**config.mk**
```make
export PLATFORM = sky130hd
export DESIGN_NAME = event_filt
export DESIGN_NICKNAME = d
export VERILOG_FILES = /design/src/rtl/event_filt_pkg.sv /design/src/rtl/efilt_sync.sv /design/src/rtl/efilt_tick.sv /design/src/rtl/efilt_count.sv /design/src/rtl/event_filt.sv
export SDC_FILE = /design/constraint.sdc
export NUM_CORES = 1
export LEC_CHECK = 0
export ABC_AREA = 1
export BUFFER_PORTS_ARGS = -buffer_cell sky130_fd_sc_hd__buf_4
export CAP_MARGIN = 25
export CORE_MARGIN = 2
export CORE_UTILIZATION = 58
export CTS_CLUSTER_SIZE = 25
export DETAILED_ROUTE_END_ITERATION = 8
export PLACE_DENSITY_LB_ADDON = 0.2
export SLEW_MARGIN = 30
export SYNTH_ARGS = -nofsm -noshare
export SYNTH_HDL_FRONTEND = slang
export SYNTH_SLANG_ARGS = --single-unit
```
**constraint.sdc**
```tcl
create_clock -name clk -period 2.51 [get_ports clk]
set_clock_uncertainty 0.1 [all_clocks]
set_input_delay 0.1255 -clock clk [delete_from_list [all_inputs] [get_ports clk]]
set_output_delay 0.1255 -clock clk [all_outputs]
set_load 0.005 [all_outputs]
```
**src/rtl/event_filt_pkg.sv**
```systemverilog
package event_filt_pkg;

    localparam int CODE_W = 4;
    localparam int RUN_W  = 4;
    localparam int EXP_W  = 3;

    typedef struct packed {
        logic             bypass;
        logic [EXP_W-1:0] rate_exp;   // 0: every clock, k: every 2^k enables
        logic [RUN_W-1:0] need;       // samples in a row before a flip
    } filt_sel_t;

    typedef struct packed {
        logic             lvl;
        logic [RUN_W-1:0] cnt;
    } run_state_t;

    function automatic filt_sel_t decode_code(input logic [CODE_W-1:0] c);
        filt_sel_t s;
        s.bypass   = 1'b0;
        s.rate_exp = '0;
        s.need     = '0;
        case (c)
            4'd0:  s.bypass = 1'b1;
            4'd1:  s.need = 4'd2;
            4'd2:  s.need = 4'd4;
            4'd3:  s.need = 4'd8;
            4'd4:  begin s.rate_exp = 3'd1; s.need = 4'd6; end
            4'd5:  begin s.rate_exp = 3'd1; s.need = 4'd8; end
            4'd6:  begin s.rate_exp = 3'd2; s.need = 4'd6; end
            4'd7:  begin s.rate_exp = 3'd2; s.need = 4'd8; end
            4'd8:  begin s.rate_exp = 3'd3; s.need = 4'd6; end
            4'd9:  begin s.rate_exp = 3'd3; s.need = 4'd8; end
            4'd10: begin s.rate_exp = 3'd4; s.need = 4'd5; end
            4'd11: begin s.rate_exp = 3'd4; s.need = 4'd6; end
            4'd12: begin s.rate_exp = 3'd4; s.need = 4'd8; end
            4'd13: begin s.rate_exp = 3'd5; s.need = 4'd5; end
            4'd14: begin s.rate_exp = 3'd5; s.need = 4'd6; end
            default: begin s.rate_exp = 3'd5; s.need = 4'd8; end
        endcase
        return s;
    endfunction

endpackage

```
**src/rtl/efilt_sync.sv**
```systemverilog
module efilt_sync #(
    parameter int STAGES = 2
) (
    input  logic clk,
    input  logic rst,
    input  logic d_i,
    output logic q_o
);
    logic [STAGES-1:0] chain_q;

    always_ff @(posedge clk) begin
        if (rst) chain_q <= '0;
        else     chain_q <= {chain_q[STAGES-2:0], d_i};
    end

    assign q_o = chain_q[STAGES-1];
endmodule

```
**src/rtl/efilt_tick.sv**
```systemverilog
module efilt_tick
    import event_filt_pkg::*;
#(
    parameter int DIV_W = 5
) (
    input  logic             clk,
    input  logic             rst,
    input  logic             clr,
    input  logic             dts_en,
    input  logic [EXP_W-1:0] rate_exp,
    output logic             tick
);
    logic [DIV_W-1:0] div_q;
    logic [DIV_W-1:0] mask;

    always_comb mask = DIV_W'((32'd1 << rate_exp) - 32'd1);

    always_ff @(posedge clk) begin
        if (rst || clr)  div_q <= '0;
        else if (dts_en) div_q <= div_q + 1'b1;
    end

    always_comb begin
        if (rate_exp == '0) tick = 1'b1;
        else                tick = !clr && dts_en && ((div_q & mask) == mask);
    end

    // divided rates never sample without a dead-time pulse
    a_r6_no_tick_without_en: assert property (@(posedge clk) disable iff (rst)
        (rate_exp != '0 && !dts_en) |-> !tick);

    // a code change restarts the divider
    a_r7_div_cleared: assert property (@(posedge clk) disable iff (rst)
        clr |=> div_q == '0);
endmodule

```
**src/rtl/efilt_count.sv**
```systemverilog
module efilt_count
    import event_filt_pkg::*;
(
    input  logic             clk,
    input  logic             rst,
    input  logic             clr,
    input  logic             bypass,
    input  logic             tick,
    input  logic             samp,
    input  logic [RUN_W-1:0] need,
    output logic             filt_o
);
    run_state_t st_q;
    logic [RUN_W-1:0] cnt_inc;

    assign cnt_inc = st_q.cnt + 1'b1;

    always_ff @(posedge clk) begin
        if (rst) begin
            st_q <= '0;
        end else if (bypass) begin
            st_q.lvl <= samp;
            st_q.cnt <= '0;
        end else if (clr) begin
            st_q.cnt <= '0;
        end else if (tick) begin
            if (samp == st_q.lvl) begin
                st_q.cnt <= '0;
            end else if (cnt_inc >= need) begin
                st_q.lvl <= samp;
                st_q.cnt <= '0;
            end else begin
                st_q.cnt <= cnt_inc;
            end
        end
    end

    assign filt_o = st_q.lvl;

    // pass-through copies the synchronised sample
    a_r2_bypass_copies: assert property (@(posedge clk) disable iff (rst)
        bypass |=> filt_o == $past(samp));

    // the output flips only on a tick that completes a run
    a_r3_hold_unless_run_done: assert property (@(posedge clk) disable iff (rst)
        (!bypass && !(tick && !clr && st_q.cnt + 1'b1 >= need)) |=> $stable(filt_o));

    // a matching sample drops the partial run
    a_r4_match_clears: assert property (@(posedge clk) disable iff (rst)
        (!bypass && !clr && tick && samp == filt_o) |=> st_q.cnt == '0);

    // a code change drops the partial run
    a_r7_cnt_cleared: assert property (@(posedge clk) disable iff (rst)
        clr |=> st_q.cnt == '0);

    // the run never reaches the required length while held
    a_r5_cnt_below_need: assert property (@(posedge clk) disable iff (rst)
        (!bypass && !clr) |-> st_q.cnt < need);
endmodule

```
**src/rtl/event_filt.sv**
```systemverilog
module event_filt
    import event_filt_pkg::*;
#(
    parameter int SYNC_STAGES = 2,
    parameter int DIV_W       = 5
) (
    input  logic              clk,
    input  logic              rst,
    input  logic              sig_in,
    input  logic              dts_en,
    input  logic [CODE_W-1:0] filt_code,
    output logic              sig_out
);
    logic [CODE_W-1:0] code_q;
    logic              code_chg;
    filt_sel_t         sel;
    logic              samp;
    logic              tick;

    always_ff @(posedge clk) begin
        if (rst) code_q <= '0;
        else     code_q <= filt_code;
    end

    assign code_chg = (filt_code != code_q);
    assign sel      = decode_code(code_q);

    efilt_sync #(.STAGES(SYNC_STAGES)) u_sync (
        .clk (clk),
        .rst (rst),
        .d_i (sig_in),
        .q_o (samp)
    );

    efilt_tick #(.DIV_W(DIV_W)) u_tick (
        .clk      (clk),
        .rst      (rst),
        .clr      (code_chg),
        .dts_en   (dts_en),
        .rate_exp (sel.rate_exp),
        .tick     (tick)
    );

    efilt_count u_count (
        .clk    (clk),
        .rst    (rst),
        .clr    (code_chg),
        .bypass (sel.bypass),
        .tick   (tick),
        .samp   (samp),
        .need   (sel.need),
        .filt_o (sig_out)
    );

    // the first cycle after reset shows a low output
    a_r1_reset_low: assert property (@(posedge clk)
        rst |=> !sig_out);
endmodule

```
==> results of run 1 <==
==> state kept, by name, summed over array words and instances (netlist names) <==
name / count
code_q: 4
u_sync.chain_q: 2
u_tick.div_q: 5
u_count.st_q: 4
u_count.filt_o: 1
==> final timing paths <==
path              slack [ns]  cells past startpoint                         start                      endpoint
setup / recovery        0.12                     15          code_q[0]$_SDFF_PP0_  u_count.st_q[3]$_SDFFE_PP0P_
hold / removal          0.05                      3                        dts_en  u_tick.div_q[1]$_SDFFE_PP0P_
setup reg to reg        0.12                     15          code_q[0]$_SDFF_PP0_  u_count.st_q[3]$_SDFFE_PP0P_
hold reg to reg         0.32                      2  u_sync.chain_q[0]$_SDFF_PP0_  u_sync.chain_q[1]$_SDFF_PP0_
==> per-stage QoR <==
| step | cell area [µm²] | hold WS [ns] | std cells |
|---|---|---|---|
| final | 1310 | 0.0520 | 208 |
| after global routing | 1310 | 0.0683 | 208 |
| after CTS | 1270 | 0.0472 | 205 |
| after detailed placement | 1180 | 0.238 | 196 |
| after global placement | 1180 | 0.228 | 196 |
| after floorplan | 1100 | 0.0967 | 164 |
==> cells in the final DEF (no fill, tap or decap) <==
| cell type | n |
|---|---|
| a21oi_1 | 4 |
| a21oi_2 | 1 |
| a31oi_1 | 1 |
| and2_1 | 1 |
| and3_4 | 1 |
| buf_4 | 12 |
| clkbuf_4 | 3 |
| clkinv_2 | 1 |
| dfxtp_1 | 14 |
| dfxtp_2 | 2 |
| dlygate4sd3_1 | 6 |
| ha_1 | 6 |
| ha_4 | 1 |
| inv_1 | 20 |
| inv_2 | 3 |
| mux2i_1 | 1 |
| nand2_1 | 43 |
| nand2_2 | 3 |
| nand2_4 | 2 |
| nand3_1 | 10 |
| nand3_4 | 1 |
| nand3b_1 | 1 |
| nand4_1 | 4 |
| nor2_1 | 25 |
| nor2_2 | 1 |
| nor2_8 | 1 |
| nor3_1 | 3 |
| o211a_1 | 1 |
| o21a_1 | 1 |
| o21ai_0 | 2 |
| o31ai_1 | 1 |
| or2_2 | 1 |
| xnor2_1 | 3 |
| xor2_1 | 3 |
==> final cells by class <==
class | count | area share, %
multi-input combinational | 122 | 52.9
sequential | 16 | 24.6
timing repair buffer | 18 | 11.4
inverter | 24 | 6.96
tap | 25 | 2.38
clock buffer | 3 | 1.72
==> critical path: cells and delay by family (launching register included) <==
family	cells	cell delay (ns)
buf+inv	2	0.24
compound gates	3	0.33
simple gates	9	1.00
flops	1	0.36
fa+ha+maj	1	0.30
==> power breakdown <==
group / internal [W] / switching (W) / leakage [nW]
logic: 0.0000596 / 0.0000759 / 0.518
clock network: 0.0000557 / 0.0000694 / 0.0138
registers: 0.000261 / 0.00000903 / 0.131
total: 0.000377 / 0.000154 / 0.663
==> logic make-up after synthesis <==
kind of cell	count (synthesis)	share of synthesized area (%)
AOI/OAI and AO/OA	11	6.01
xor gates and xnor gates	6	4.76
adders and majority gates	7	7.94
buffers and inverters	26	9.98
DFF	16	29.0
muxes	1	0.907
and+or+nand+nor	97	41.4
==> routing by layer <==
layer | GRT usage (%) | vias up
met3 | 3.40 | 7
met5 | 0 | -
met1 | 25.1 | 492
met4 | 9.73 | 0
li1 | - | 555
met2 | 40.8 | 22
==> what timing repair did <==
item / in CTS / in global routing
setup endpoints to repair: 1 / 5
pin swaps: 0 / 2
hold endpoints to repair: 6 / 0
buffers inserted: 0 / 3
hold buffers: 6 / 0
resized for setup: 1 / 5
==> results.ini, run 1 <==
[worst_setup_path]
worstPathArrival_ns = 2.50
worst-setup-path-type = reg -> reg
cp_slowest_cell = dfxtp_2
cp-start-kind = flop
worstPathRequired_ns = 2.63
slowest_delay_ns = 0.36
cp_max_fo = 5
cpMostUsedCell = nand2_1
path_cells = inv_1 > nand2_1 > nand2_1 > nor3_1 > a31oi_1 > buf_4 > o21a_1 > ha_1 > nand2_1 > nand2_1 > nand2_1 > and3_4 > and2_1 > nand2_1 > a21oi_1
worstSetupEndpointType = flop

[yosys]
synth_flop_cell = dfxtp_1
yosys.area.top_type = dfxtp_1
syn_area_um2 = 1100
synth_edf_count = 0
synthMostInstantiatedCell = nand2_1
yosys-top-cells-area = dfxtp_1 (29%), nand2_1 (15%), nor2_1 (8.5%)
synth_cell_type_count = 30
syn_avg_cell_area_um2 = 6.73
yosys_register_bits = 16
synth_top_area_share_pct = 29.0
syn-num-nets = 179
synth_common_cells = nand2_1 (43), nor2_1 (25), inv_1 (20)
async_flop_share_pct = 0
netlist_instances = 164
yosysWarnings = 0
yosysSeqAreaShare_pct = 29.0

[floorplan]
chipWidth_um = 47.6
num_io_pins = 9
core.rowCount = 15
dieArea_um2 = 2270
start_util_pct = 62.6
dieHeight_um = 47.6
core_um2 = 1760

[layout]
multi_input_area_um2 = 694
fillers = 165
fin_nets = 200
syn_to_final_growth_pct = 18.9
drive_gt1_share_pct = 18.0
seq_area_um2 = 323
diodes = 0
post-route-util_pct = 74.4

[power]
power.total_w = 0.000531
power_density_nw_per_um2 = 405
vdd_ir_drop_max_uv = 421
p_leak_nw = 0.663

[routing]
drc_errors = 0
detail-route-antenna-nets = 0
wl_met2_um = 1150
viasPerCell = 5.17
dr_wl_met3_um = 67
dr_total_vias = 1076
drt_iter0_markers = 23
drt-total-wl_um = 2270
wl_per_cell_um = 10.9
wl_met1_um = 1010
highest_layer = met4
dr.pass1.iters = 4

[min_path]
hold_path.class = in -> reg

[timing]
post-route-period-util_pct = 95.1
setup_slack_ns = 0.123
setup_viol = 0
fmax_mhz = 419
max_slew.worst_pin.slew_ns = 0.327
relSlewSlack_pct = 78.0
fin_crit_ns = 2.39
finalMaxSlewViolations = 0
final-hold-violation-count = 0
fin_setup_tns_ns = 0

[cts]
htreeDepth = 1
root_buffer = clkbuf_4
cts_buffer_depth = 2
clk_pin_slew_worst_paths_ns = 0.08
cts_inserted_buffers = 3
cts_tree = done
worstSkewPairLatency_ns = 0.28
cts_sinks = 16

[global_route]
grt_use_total_pct = 22.2
grt_pass1_vias = 892
grt_max_degree = 9
antenna_found_initial = 0
grt_pass1_wl_um = 3530
grt-ovfl-total = 0

[place]
hpwl_um = 1750
place_congestion = 0.858
portBuffers = 8
dp_slack_ns = 0.0244

[job]
drv_cap = 0

[outcome]
outcome = finished clean

No activity file was read; power rests on OpenSTA's default activity.
==> run 2, diff against run 1 <==
--- a/config.mk
+++ b/config.mk
@@ -12,6 +12,7 @@
 export CORE_UTILIZATION = 58
 export CTS_CLUSTER_SIZE = 25
 export DETAILED_ROUTE_END_ITERATION = 8
+export MAX_ROUTING_LAYER = met4
 export PLACE_DENSITY_LB_ADDON = 0.2
 export SLEW_MARGIN = 30
 export SYNTH_ARGS = -nofsm -noshare
==> run 2 against run 1 <==
Effect of this change: count of clock-buffer cells in the layout unchanged; critical path type unchanged; sequential share of layout area unchanged; worst setup slack got worse by 0.00059 ns; utilization unchanged; cell area unchanged; largest power group unchanged; sequential power about the same; via count decreased by 0.19%; wire length decreased by 0.22%; largest cell class unchanged; non-clock buffer count unchanged; sequential cell count unchanged; cell count unchanged.
==> results.ini, run 2 (synthesis results as in run 1) <==
[outcome]
outcome = finished clean

[power]
vdd_ir_drop_max_uv = 421  ; about the same
switching_power_w = 0.000154  ; about the same
p_leak_nw = 0.663  ; unchanged
power_density_nw_per_um2 = 405  ; about the same
internal_power_w = 0.000377  ; about the same
power_frac_seq_pct = 50.9  ; about the same
swShare_pct = 29.1  ; about the same
pwr-share-comb_pct = 25.5  ; about the same
clockPowerShare_pct = 23.6  ; about the same

[cts]
cts_inserted_buffers = 3  ; unchanged
clk_pin_slew_worst_paths_ns = 0.08  ; about the same
cts_tree = done
root_buffer = clkbuf_4
worstSkewPairLatency_ns = 0.28  ; about the same
htreeDepth = 1  ; unchanged
cts_sinks = 16  ; unchanged
cts_buffer_depth = 2  ; unchanged

[layout]
mostFrequentLayoutCells = nand2_1 (43), nor2_1 (25), inv_1 (20)
fin_nets = 200  ; unchanged
regMostFlops = u_tick.div_q
fillers = 165  ; unchanged
layout_commonest_cell = nand2_1
drive_gt1_share_pct = 18.0  ; unchanged
largest_register_ffs = 5  ; unchanged
multi_input_area_um2 = 694  ; unchanged
final_area_um2 = 1310  ; unchanged
syn_to_final_growth_pct = 18.9  ; unchanged
fin_cells = 208  ; unchanged
diodes = 0  ; unchanged
top_regs = u_tick.div_q x5, code_q x4, u_count.st_q x4
post-route-util_pct = 74.4  ; unchanged
seq_area_um2 = 323  ; unchanged

[place]
dp_cells = 196  ; unchanged
place_congestion = 0.872  ; +1.6%
place_area_um2 = 1180  ; unchanged
portBuffers = 8  ; unchanged
dp_slack_ns = 0.0244  ; unchanged
hpwl_um = 1750  ; unchanged

[timing]
finalMaxSlewViolations = 0  ; unchanged
fin_crit_ns = 2.39  ; +0.000590 ns
final-hold-violation-count = 0  ; unchanged
max_slew.worst_pin.slew_ns = 0.328  ; +0.000636 ns
fmax_mhz = 419  ; about the same
post-route-period-util_pct = 95.1  ; about the same
whs_ns = 0.0520  ; +0.0000277 ns
setup_viol = 0  ; unchanged
relSlewSlack_pct = 78.0  ; about the same
setup_slack_ns = 0.122  ; -0.000590 ns

[global_route]
grt_max_degree = 9  ; unchanged
grt-ovfl-total = 0  ; unchanged
antenna_found_initial = 0  ; unchanged
grt_pass1_wl_um = 3510  ; -0.37%
grt_pass1_vias = 893  ; +0.11%
grt_use_total_pct = 22.8  ; +0.63 points

[floorplan]
core.rowCount = 15  ; unchanged
num_io_pins = 9  ; unchanged
core_um2 = 1760  ; unchanged
dieArea_um2 = 2270  ; unchanged
start_util_pct = 62.6  ; unchanged
dieHeight_um = 47.6  ; unchanged
chipWidth_um = 47.6  ; unchanged

[routing]
viasPerCell = 5.16  ; -0.19%
dr_total_vias = 1074  ; -0.19%
drt-total-wl_um = 2270  ; -0.22%
drt_iter0_markers = 23  ; unchanged
dr.pass1.iters = 4  ; unchanged
detail-route-antenna-nets = 0  ; unchanged
drc_errors = 0  ; unchanged
wl_per_cell_um = 10.9  ; -0.22%

[worst_setup_path]
cpMostUsedCell = nand2_1
cp_slowest_cell = dfxtp_2
path_cells = inv_1 > nand2_1 > nand2_1 > nor3_1 > a31oi_1 > buf_4 > o21a_1 > ha_1 > nand2_1 > nand2_1 > nand2_1 > and3_4 > and2_1 > nand2_1 > a21oi_1
worstSetupEndpointType = flop
worstPathRequired_ns = 2.63  ; about the same
cp-start-kind = flop
startpoint = code_q[0]$_SDFF_PP0_
worst-setup-path-type = reg -> reg
cp_max_fo = 5  ; unchanged
worstPathArrival_ns = 2.50  ; about the same
rr_worst_depth = 15  ; unchanged
regToRegStartpoint = code_q[0]$_SDFF_PP0_
r2r_end = u_count.st_q[3]$_SDFFE_PP0P_
slowest_delay_ns = 0.37  ; about the same
r2r_setup_slack_ns = 0.12  ; about the same
path_buf_inv = 2  ; unchanged
path_delay_family = simple AND/OR/NAND/NOR gates

[min_path]
hold_path.class = in -> reg
min_from = dts_en
min_to = u_tick.div_q[1]$_SDFFE_PP0P_
worstHoldPathCells = 3  ; unchanged

[job]
drv_cap = 0  ; unchanged

[run 2: repair_timing]
item,in CTS,in global routing
pin swaps,0,2
resized for setup,1,5
hold buffers,6,0
hold endpoints to repair,6,0
setup endpoints to repair,1,5
setup buffers,0,3
[run 2: layout make-up]
cell class / instances / share of cell area [%]
clock buffer: 3 / 1.72
inverter: 24 / 6.96
multi-input combinational: 122 / 52.9
sequential: 16 / 24.6
tap: 25 / 2.38
timing repair buffer: 18 / 11.4
[run 2: tightest hold or removal path: cells and delay by family]
| family | cells | cell delay (ns) |
|---|---|---|
| multiplexers | 1 | 0.07 |
| AND/OR/NAND/NOR | 1 | 0.09 |
| buffers and inverters | 1 | 0.11 |
[run 2: worst max path at each step]
| stage | endpoint | slack, ns | depth (start not counted) |
|---|---|---|---|
| 2_1_floorplan | u_count.st_q[3]$_SDFFE_PP0P_ | 0.35 | 12 |
| 3_3_place_gp | u_count.st_q[3]$_SDFFE_PP0P_ | 0.21 | 12 |
| 3_5_place_dp | u_count.st_q[3]$_SDFFE_PP0P_ | 0.02 | 12 |
| 4_1_cts | u_count.st_q[3]$_SDFFE_PP0P_ | 0.03 | 12 |
| 5_1_grt | u_count.filt_o$_SDFFE_PP0P_ | -0.02 | 17 |
| 6_report | u_count.st_q[3]$_SDFFE_PP0P_ | 0.12 | 15 |
[run 2: power by group through the flow]
stage                     logic [W]  registers [W]  clock network (W)
after floorplan           0.0000913       0.000272                  0
after global placement     0.000113       0.000275                  0
after detailed placement   0.000117       0.000276                  0
after CTS                  0.000125       0.000270           0.000131
after global routing       0.000152       0.000271           0.000141
final                      0.000136       0.000270           0.000125
[run 2: per-stage QoR]
stage	total power [W]	setup TNS (ns)
2_1_floorplan	0.000363	0
3_3_place_gp	0.000389	0
3_5_place_dp	0.000393	0
4_1_cts	0.000526	0
5_1_grt	0.000564	-0.0165
6_report	0.000531	0
[run 2: per-layer routing]
metal  vias to the layer above  track usage, %  share of wire, %
met5                         -               -                 0
met4                         0            9.73               1.7
met3                         7            3.40               2.7
met2                        20            40.8                51
met1                       492            24.9                44
li1                        555               -                 -
==> run 3, diff against run 2 <==
--- a/config.mk
+++ b/config.mk
@@ -9,7 +9,7 @@
 export BUFFER_PORTS_ARGS = -buffer_cell sky130_fd_sc_hd__buf_4
 export CAP_MARGIN = 25
 export CORE_MARGIN = 2
-export CORE_UTILIZATION = 58
+export CORE_UTILIZATION = 47
 export CTS_CLUSTER_SIZE = 25
 export DETAILED_ROUTE_END_ITERATION = 8
 export MAX_ROUTING_LAYER = met4
==> run 3 against run 2 <==
Effect of this change: sequential cell count is the same; critical path depth is the same; critical path type unchanged; hold slack lost 0.0079 ns; non-clock buffer count is the same; register-to-register slack gained 0.11 ns; maximum frequency grew 4.7%; total power grew 8.8%; worst setup slack gained 0.11 ns.
==> results.ini, run 3 (synthesis results as in run 1) <==
[power]
power_frac_seq_pct = 46.7  ; -4.2 points
switching_power_w = 0.000166  ; +7.8%
internal_power_w = 0.000412  ; +9.3%
swShare_pct = 28.8  ; -0.28 points
power_density_nw_per_um2 = 432  ; +6.8%
p_leak_nw = 0.673  ; +1.4%
pwr-share-comb_pct = 23.9  ; -1.6 points
clockPowerShare_pct = 29.4  ; +5.8 points
vdd_ir_drop_max_uv = 385  ; -8.4%

[routing]
detail-route-antenna-nets = 0  ; unchanged
drt-total-wl_um = 2280  ; +0.40%
dr.pass1.iters = 4  ; unchanged
viasPerCell = 5.00  ; -3.1%
wl_per_cell_um = 10.7  ; -1.5%
drc_errors = 0  ; unchanged
dr_total_vias = 1061  ; -1.2%
drt_iter0_markers = 20  ; -13%

[layout]
syn_to_final_growth_pct = 21.2
multi_input_area_um2 = 697  ; +0.36%
diodes = 0  ; unchanged
mostFrequentLayoutCells = nand2_1 (43), nor2_1 (24), inv_1 (19)
top_regs = u_tick.div_q x5, code_q x4, u_count.st_q x4
fin_nets = 200  ; unchanged
regMostFlops = u_tick.div_q
fin_cells = 212  ; +1.9%
final_area_um2 = 1340  ; +1.9%
drive_gt1_share_pct = 19.0  ; +0.99 points
seq_area_um2 = 325  ; +0.78%
fillers = 205  ; +24%
largest_register_ffs = 5  ; unchanged
layout_commonest_cell = nand2_1

[cts]
root_buffer = clkbuf_4
cts_inserted_buffers = 3  ; unchanged
htreeDepth = 1  ; unchanged
cts_tree = done
worstSkewPairLatency_ns = 0.29  ; about the same
clk_pin_slew_worst_paths_ns = 0.10  ; +0.02 ns
cts_buffer_depth = 2  ; unchanged
cts_sinks = 16  ; unchanged

[timing]
post-route-period-util_pct = 90.9  ; -4.2 points
fin_crit_ns = 2.28  ; -0.106 ns
fin_setup_tns_ns = 0  ; unchanged
finalMaxSlewViolations = 0  ; unchanged
final-hold-violation-count = 0  ; unchanged
relSlewSlack_pct = 73.9  ; -4.1 points
max_slew.worst_pin.slew_ns = 0.389  ; +0.0614 ns
fmax_mhz = 438  ; +4.7%
setup_viol = 0  ; unchanged

[floorplan]
dieHeight_um = 52.5  ; +10%
dieArea_um2 = 2750  ; +21%
num_io_pins = 9  ; unchanged
core_um2 = 2210  ; +25%
start_util_pct = 49.9  ; -13 points
chipWidth_um = 52.5  ; +10%
core.rowCount = 17  ; +2

[worst_setup_path]
worstPathRequired_ns = 2.63  ; about the same
cpMostUsedCell = nand2_1
path_cells = inv_2 > nand2_1 > nand2_1 > nor3_1 > a31oi_1 > o211a_1 > buf_4 > ha_1 > nand2_1 > inv_1 > nand2_1 > and3_4 > and2_1 > nand2_1 > a21oi_1
worstSetupEndpointType = flop
worst-setup-path-type = reg -> reg
cp_max_fo = 5  ; unchanged
worstPathArrival_ns = 2.40  ; -0.10 ns
cp_slowest_cell = dfxtp_2
cp-start-kind = flop
slowest_delay_ns = 0.38  ; about the same

[min_path]
hold_path.class = in -> reg

[place]
portBuffers = 8  ; unchanged
place_area_um2 = 1190  ; +0.95%
hpwl_um = 1760  ; +0.56%
dp_cells = 200  ; +2.0%
place_congestion = 0.822  ; -5.7%

[global_route]
grt_use_total_pct = 19.4  ; -3.4 points
grt_pass1_wl_um = 3940  ; +12%
grt_max_degree = 10  ; +1
antenna_found_initial = 0  ; unchanged
grt_pass1_vias = 997  ; +12%
grt-ovfl-total = 0  ; unchanged

[job]
drv_cap = 0  ; unchanged

[outcome]
outcome = finished clean

[run 3: cell types whose count changed in the layout (fill, tap and decap cells not counted), sizes merged]
cell	delta
buf	-1
clkbuf	+1
dlygate4sd3	+1
[run 3: layout make-up]
cell class | count | area share, %
tap | 28 | 2.62
sequential | 16 | 24.3
multi-input combinational | 122 | 52.1
inverter | 24 | 6.83
clock buffer | 4 | 2.71
timing repair buffer | 18 | 11.4
[run 3: layer usage]
layer | vias to the layer above | wire, µm | track usage (%)
met5 | - | 0 | -
met4 | 0 | 40 | 7.69
met3 | 6 | 81 | 1.71
met2 | 20 | 1140 | 34.0
met1 | 478 | 1020 | 23.0
li1 | 557 | - | -
[run 3: stage by stage]
stage | setup slack (ns) | hold WS (ns) | power, W | util [%]
2_1_floorplan | 0.351 | 0.0967 | 0.000363 | -
3_3_place_gp | 0.191 | 0.231 | 0.000391 | 54.0
3_5_place_dp | 0.0723 | 0.239 | 0.000395 | 54.0
4_1_cts | 0.0390 | 0.0407 | 0.000575 | 58.8
5_1_grt | -0.0161 | 0.0615 | 0.000613 | 60.5
6_report | 0.229 | 0.0441 | 0.000578 | 60.5
[run 3: final timing paths]
| kind | start | to | slack (ns) | depth (start not counted) |
|---|---|---|---|---|
| setup / recovery | code_q[0]$_SDFF_PP0_ | u_count.st_q[3]$_SDFFE_PP0P_ | 0.23 | 15 |
| hold / removal | dts_en | u_tick.div_q[1]$_SDFFE_PP0P_ | 0.04 | 3 |
| setup reg to reg | code_q[0]$_SDFF_PP0_ | u_count.st_q[3]$_SDFFE_PP0P_ | 0.23 | 15 |
| hold reg to reg | u_sync.chain_q[0]$_SDFF_PP0_ | u_sync.chain_q[1]$_SDFF_PP0_ | 0.34 | 2 |
[run 3: worst max-delay path: cells and delay by family, from the launching register on]
kind            cells  cell delay (ns)
flops               1             0.38
buf+inv             3             0.23
compound gates      3             0.39
fa+ha+maj           1             0.28
simple gates        8             0.85
[run 3: timing repair]
action,4_1_cts,5_1_grt
buffers inserted,0,1
endpoints found under the hold margin,6,0
resized for setup,0,8
setup endpoints to repair,0,5
hold buffers,7,0
[run 3: power groups by stage]
stage / combinational (W) / sequential [W] / clock, W
2_1_floorplan: 0.0000913 / 0.000272 / 0
4_1_cts: 0.000129 / 0.000270 / 0.000177
6_report: 0.000138 / 0.000270 / 0.000170
3_3_place_gp: 0.000116 / 0.000275 / 0
3_5_place_dp: 0.000120 / 0.000275 / 0
5_1_grt: 0.000158 / 0.000272 / 0.000184
